<file path="src/rtl/decade_seg_stage.sv">
module decade_seg_stage #(
  parameter int SYNC_STAGES = 2
) (
  input  logic       clk,
  input  logic       rst,
  input  logic       cnt_clk,
  input  logic       cnt_inh,
  input  logic       clear,
  input  logic       lamp_test,
  input  logic       sig_in,
  output logic [6:0] seg,
  output logic       carry,
  output logic       sig_out
);
  localparam int JW = 5;

  logic [SYNC_STAGES-1:0] ck_sync, ih_sync;
  logic ck_prev, ih_prev, ck_now, ih_now;
  logic adv, legal, blank;
  logic [JW-1:0] jc;
  logic [3:0] digit;
  logic [6:0] pattern;

  always_ff @(posedge clk or posedge rst) begin
    if (rst) begin
      ck_sync <= '0;
      ih_sync <= '0;
      ck_prev <= 1'b0;
      ih_prev <= 1'b0;
    end else begin
      ck_sync[0] <= cnt_clk;
      ih_sync[0] <= cnt_inh;
      for (int i = 1; i < SYNC_STAGES; i++) begin
        ck_sync[i] <= ck_sync[i-1];
        ih_sync[i] <= ih_sync[i-1];
      end
      ck_prev <= ck_now;
      ih_prev <= ih_now;
    end
  end

  assign ck_now = ck_sync[SYNC_STAGES-1];
  assign ih_now = ih_sync[SYNC_STAGES-1];
  assign adv = (ck_now & ~ck_prev & ~ih_now) | (ck_now & ih_prev & ~ih_now);

  assign legal = $countones(jc[JW-2:0] ^ jc[JW-1:1]) <= 1;

  always_ff @(posedge clk or posedge rst) begin
    if (rst)
      jc <= '0;
    else if (clear)
      jc <= '0;
    else if (adv)
      jc <= legal ? {jc[JW-2:0], ~jc[JW-1]} : '0;
  end

  always_comb begin
    if (jc[JW-1])
      digit = 4'(10 - $countones(jc));
    else
      digit = 4'($countones(jc));
  end

  always_comb begin
    case (digit)
      4'd0: pattern = 7'h3F;
      4'd1: pattern = 7'h06;
      4'd2: pattern = 7'h5B;
      4'd3: pattern = 7'h4F;
      4'd4: pattern = 7'h66;
      4'd5: pattern = 7'h6D;
      4'd6: pattern = 7'h7D;
      4'd7: pattern = 7'h07;
      4'd8: pattern = 7'h7F;
      4'd9: pattern = 7'h6F;
      default: pattern = 7'h00;
    endcase
  end

  assign blank   = ~sig_in & (digit == 4'd0);
  assign sig_out = ~blank;
  assign carry   = ~jc[JW-1];
  assign seg     = lamp_test ? 7'h7F : (blank ? 7'h00 : pattern);
endmodule

</file>
<file path="config.mk">
export PLATFORM = sky130hd
export DESIGN_NAME = decade_seg_stage
export DESIGN_NICKNAME = d
export VERILOG_FILES = /design/src/rtl/decade_seg_stage.sv
export SDC_FILE = /design/constraint.sdc
export NUM_CORES = 1
export LEC_CHECK = 0
export ABC_AREA = 1
export BUFFER_PORTS_ARGS = -buffer_cell sky130_fd_sc_hd__buf_2
export CELL_PAD_IN_SITES_DETAIL_PLACEMENT = 1
export CELL_PAD_IN_SITES_GLOBAL_PLACEMENT = 1
export CORE_MARGIN = 2
export CORE_UTILIZATION = 42
export DETAILED_ROUTE_END_ITERATION = 8
export PLACE_DENSITY_LB_ADDON = 0.1
export SLEW_MARGIN = 20
export SYNTH_ARGS = -nofsm -noshare
export SYNTH_HDL_FRONTEND = slang
export SYNTH_SLANG_ARGS = --single-unit
</file>
<file path="constraint.sdc">
create_clock -name clk -period 9.5 [get_ports clk]
set_input_delay 1.9 -clock clk [delete_from_list [all_inputs] [get_ports clk]]
set_output_delay 1.9 -clock clk [all_outputs]
set_load 0.01 [all_outputs]
</file>
Yosys cells after proc, flatten, opt, wreduce, memory -nomap -nowiden
Memory sizes are Yosys's and may differ from the RTL's.
Index checks and enable logic that the tools add are counted.

word-level totals
  register bits after elaboration = 11
  bits in read-only memories = 112
  input bits = 7
  output and inout port bits = 9
  logic and storage cells = 35
  memories = 1

memory list
  memory            words  bits a word  rd ports  clocked after Yosys merged registers in  wr ports  RTL line  source
  (name not given)  16     7            1         0                                        0         65        case (digit)

operators by class
  add/sub/neg operators = 8
  order comparisons = 1
  mux-type cells = 6
  bitwise logic cells = 12
  reductions and logical operators = 2

operator list
  cell                   number
  $mux W5                3
  $mux W7                2
  $add A1 B1 Y2          4
  $add A2 B2 Y3          2
  $and A1 B1 Y1          5
  $not A1 Y1             5
  $add A3 B1 Y4          1
  $logic_not A4 Y1       1
  $mux W4                1
  $sub A4 B4 Y4 const A  1
  $xor A4 B4 Y4          1
  $le A3 B1 Y1 const B   1
  $reduce_bool A2 Y1     1
  $or A1 B1 Y1           1

Depth between registers and ports, before layout
  word-level depth = 9
  mapped depth = 14
  depth with buffers taken out = 14

Worst setup path before layout
No wires, ideal clock.

  kind = register to output
  from = reg jc[1]
  to = out seg[3]
  arrival time = 2.941 ns
  required time = 7.600 ns
  setup slack = 4.659 ns
  stages on the path, launching flop included = 15
  path buffers = 0
  cells stage by stage = dfrtp_1 inv_1 fa_1 inv_1 fa_1 fa_1 nand2_1 o21ai_0 inv_1 ha_1 inv_1 nand2_1 nand2_1 nand2_1 nand2_1

on the way
  longest elaborated chain between the ends = 9
  elaborated cells between the ends (all ways) = 10
  those cells by class = add/sub (4); mux (3); bitwise (1); reduce/logical (1); memory (1)

RTL lines
  element                                                 RTL line  source
  start: declaration                                      20        logic [JW-1:0] jc;
  start signal: assignment                                54        jc <= legal ? {jc[JW-2:0], ~jc[JW-1]} : '0;
  $add A1 B1 Y2 (not written as such) (*)                 59, 61
  $add A2 B2 Y3 (not written as such) (*)                 59, 61
  $add A3 B1 Y4 (not written as such) (*)                 59, 61
  $sub A4 B4 Y4                                           59        digit = 4'(10 - $countones(jc));
  $mux W4 (*)                                             58        if (jc[JW-1])
  branches (longest 2 deep; another with $mem_v2 Z16 W7)  -
  $mux W7 (*) (2 in series)                               83        assign seg = lamp_test ? 7'h7F : (blank ? 7'h00 : pattern);
  end: declaration                                        11        output logic [6:0] seg,

Every way passes the cells marked *.

Final worst setup path
Same ends and word-level chain as after synthesis.

==> flow_summary.ini <==
[outcome]
status = completed

[worst_setup_path]
arrival_ns = 3.59
path_cells = inv_1 -> fa_1 -> inv_1 -> fa_1 -> fa_1 -> nand2_1 -> o21ai_0 -> inv_1 -> ha_1 -> inv_1 -> nand2_1 -> nand2_1 -> nand2_1 -> nand2_1 -> buf_2
crit_required_ns = 7.60
slowest_stage = fa_1
worst_setup_path_end_kind = output pin
startpoint_type = flip-flop
r2r-start = jc[4]
max_stage_delay_ns = 0.60
r2r_slack_ns = 7.58
timing.critical_path.fanout_max = 4
crit_family = adder cells
worst-path-buf-inv = 5
crit_type = reg2out
cpMostUsedCell = nand2_1
crit_start = jc[1]

[clock_tree]
cts_buffers = 3
postCtsHoldBufs = 0
cts_resized = 0
cts_tree = yes
cts.sinks = 11
root_buffer = clkbuf_4
cts-htree-levels = 1
insertion_delay_ns = 0.27
clkSlewWorstSetupHoldPaths_ns = 0.07
clockBufferDepth = 2
cts_setup_buffers = 0

[synth]
synthArstFlopShare_pct = 100
synth.area.top_cells = dfrtp_1 30%, nand2_1 16%, ha_1 11%, inv_1 11%, fa_1 8.7%
ys_seq_area_share_pct = 29.9
yosysTopAreaCell = dfrtp_1
synth_edf_count = 0
yosys_warnings = 0
ys_seq_elements = 11
synth_top_area_share_pct = 29.9
ys.flop_type = dfrtp_1
avgSynthCellArea_um2 = 7.55
post-synth-top-count-cell = nand2_1
synth_nets = 141
yosys.cell_types.count = 18
syn_inst = 122
synth_common_cells = 39 x nand2_1, 26 x inv_1, 11 x dfrtp_1
syn_area_um2 = 921

[sta]
fin_setup_tns_ns = 0
hold_viol = 0
clock.fmax_mhz = 182
maxSlewViolCount = 0
relSlewSlack_pct = 60.5
report.final.setup_viol = 0
worst_pin_slew_ns = 0.593
rsz0062_at_grt = no
skew_ns = 0.00244
period_needed_ns = 5.49
fin_crit_sh_pct = 57.8

[worst_hold_path]
hp-class = reg2reg
hp-start = ih_sync[0]

[layout]
fin_cells = 167
synthToLayoutAreaGrowth_pct = 13.6
drive_gt1_share_pct = 18.6
nets = 160
diodes = 0

[placement]
hpwl_mm = 1.62
dp_cells = 163
gp_congestion = 0.783
port_buffers = 15

[power]
ir_drop_mv = 0.0723
power_density_nw_per_um2 = 96.4
p_leak_uw = 0.000604

[route]
route.detailed.drc = 0
vias = 780
via_per_inst = 4.67
drt_iter0_markers = 8
detail_route.first_pass.iterations = 5
ant_nets = 0
totalWireLength_mm = 1.82
wl_per_cell_um = 10.9

[floorplanning]
die_w_um = 50.8
io_pins = 16
dieArea_um2 = 2580
die_h_um = 50.8
row_count = 16
core_area_um2 = 2020
start_util_pct = 45.5

[global_routing]
grtUsageMet2_pct = 34.2
top_usage_layer = met2
overflow = 0
grt_util_met3_pct = 0.877
antenna_found_initial = 0
met1_usage_pct = 17.5
grt_usage_pct = 16.8
grt_first_pass_wirelength_mm = 3.33
grt_pass1_vias = 847
grt_max_degree = 12

[job]
cap_viol_max_count = 0
## power breakdown
part	leakage, uW	internal, uW	switching [uW]
registers	0.000139	48.5	0.810
logic	0.000447	7.92	12.3
clock network	0.0000177	15.6	15.7
total	0.000604	72.0	28.9
## final cells by class
cell class                 count  area, um2
clock buffer                   3       22.5
clock inverter                 1       5.00
fill                         265        976
inverter                      28        110
multi-input combinational     82        524
sequential                    11        275
tap                           27       33.8
timing repair buffer          15       75.1
## kinds of logic (layout without fill, tap and decap cells)
logic type	count (synthesis)	count (layout)	share of synthesized area, %
AO/OA/AOI/OAI	4	4	2.17
flip-flops	11	11	29.9
buffers and inverters	29	47	13.2
adder cells (fa/ha/maj)	12	12	19.6
XOR/XNOR	2	2	1.90
AND/OR/NAND/NOR	64	64	33.3
## through the flow
step                      util, %  cell area [um2]  hold WS (ns)  power [uW]  setup slack [ns]
after floorplan                 -              921         0.331        64.3              4.66
after global placement       50.4             1020         0.333        70.2              4.38
after detailed placement     50.4             1020         0.337        71.1              4.29
after CTS                    51.7             1050         0.355         103              3.99
after global routing         51.7             1050         0.370         108              3.76
final                        51.7             1050         0.351         101              4.01
## flip-flops by register name (all words and copies together), names as in the netlist
register / count
ck_prev: 1
ih_prev: 1
jc: 5
ih_sync: 2
ck_sync: 2
## placed cells by master, fill, tap and decap left out
cell type and n:
o21ai_0 2, nor2_8 2, clkinv_2 1, fa_1 4, nand4_1 1, o21ai_1 1
clkbuf_4 3, a21oi_1 1, nor2_1 9, xnor2_1 2, dfrtp_1 11, inv_2 1
nand3_4 1, nand2_1 39, nand3_1 10, nand2_2 2, inv_6 1, buf_2 15
inv_1 26, ha_1 8
## metal layers
metal  up-vias  wire length (um)
li1        393                 -
met1       367               734
met2        14               988
met3         6                47
met4         0                46
met5         -                 0
## path summary, 6_finish.rpt
kind	endpoint	cells past startpoint
max	seg[3]	15
min in group asynchronous	jc[4]	2
max in group asynchronous	jc[2]	2
min reg2reg	ih_sync[1]	0
max reg2reg	jc[4]	8
min	ih_sync[1]	0
Power figures use the tool's default switching activity.
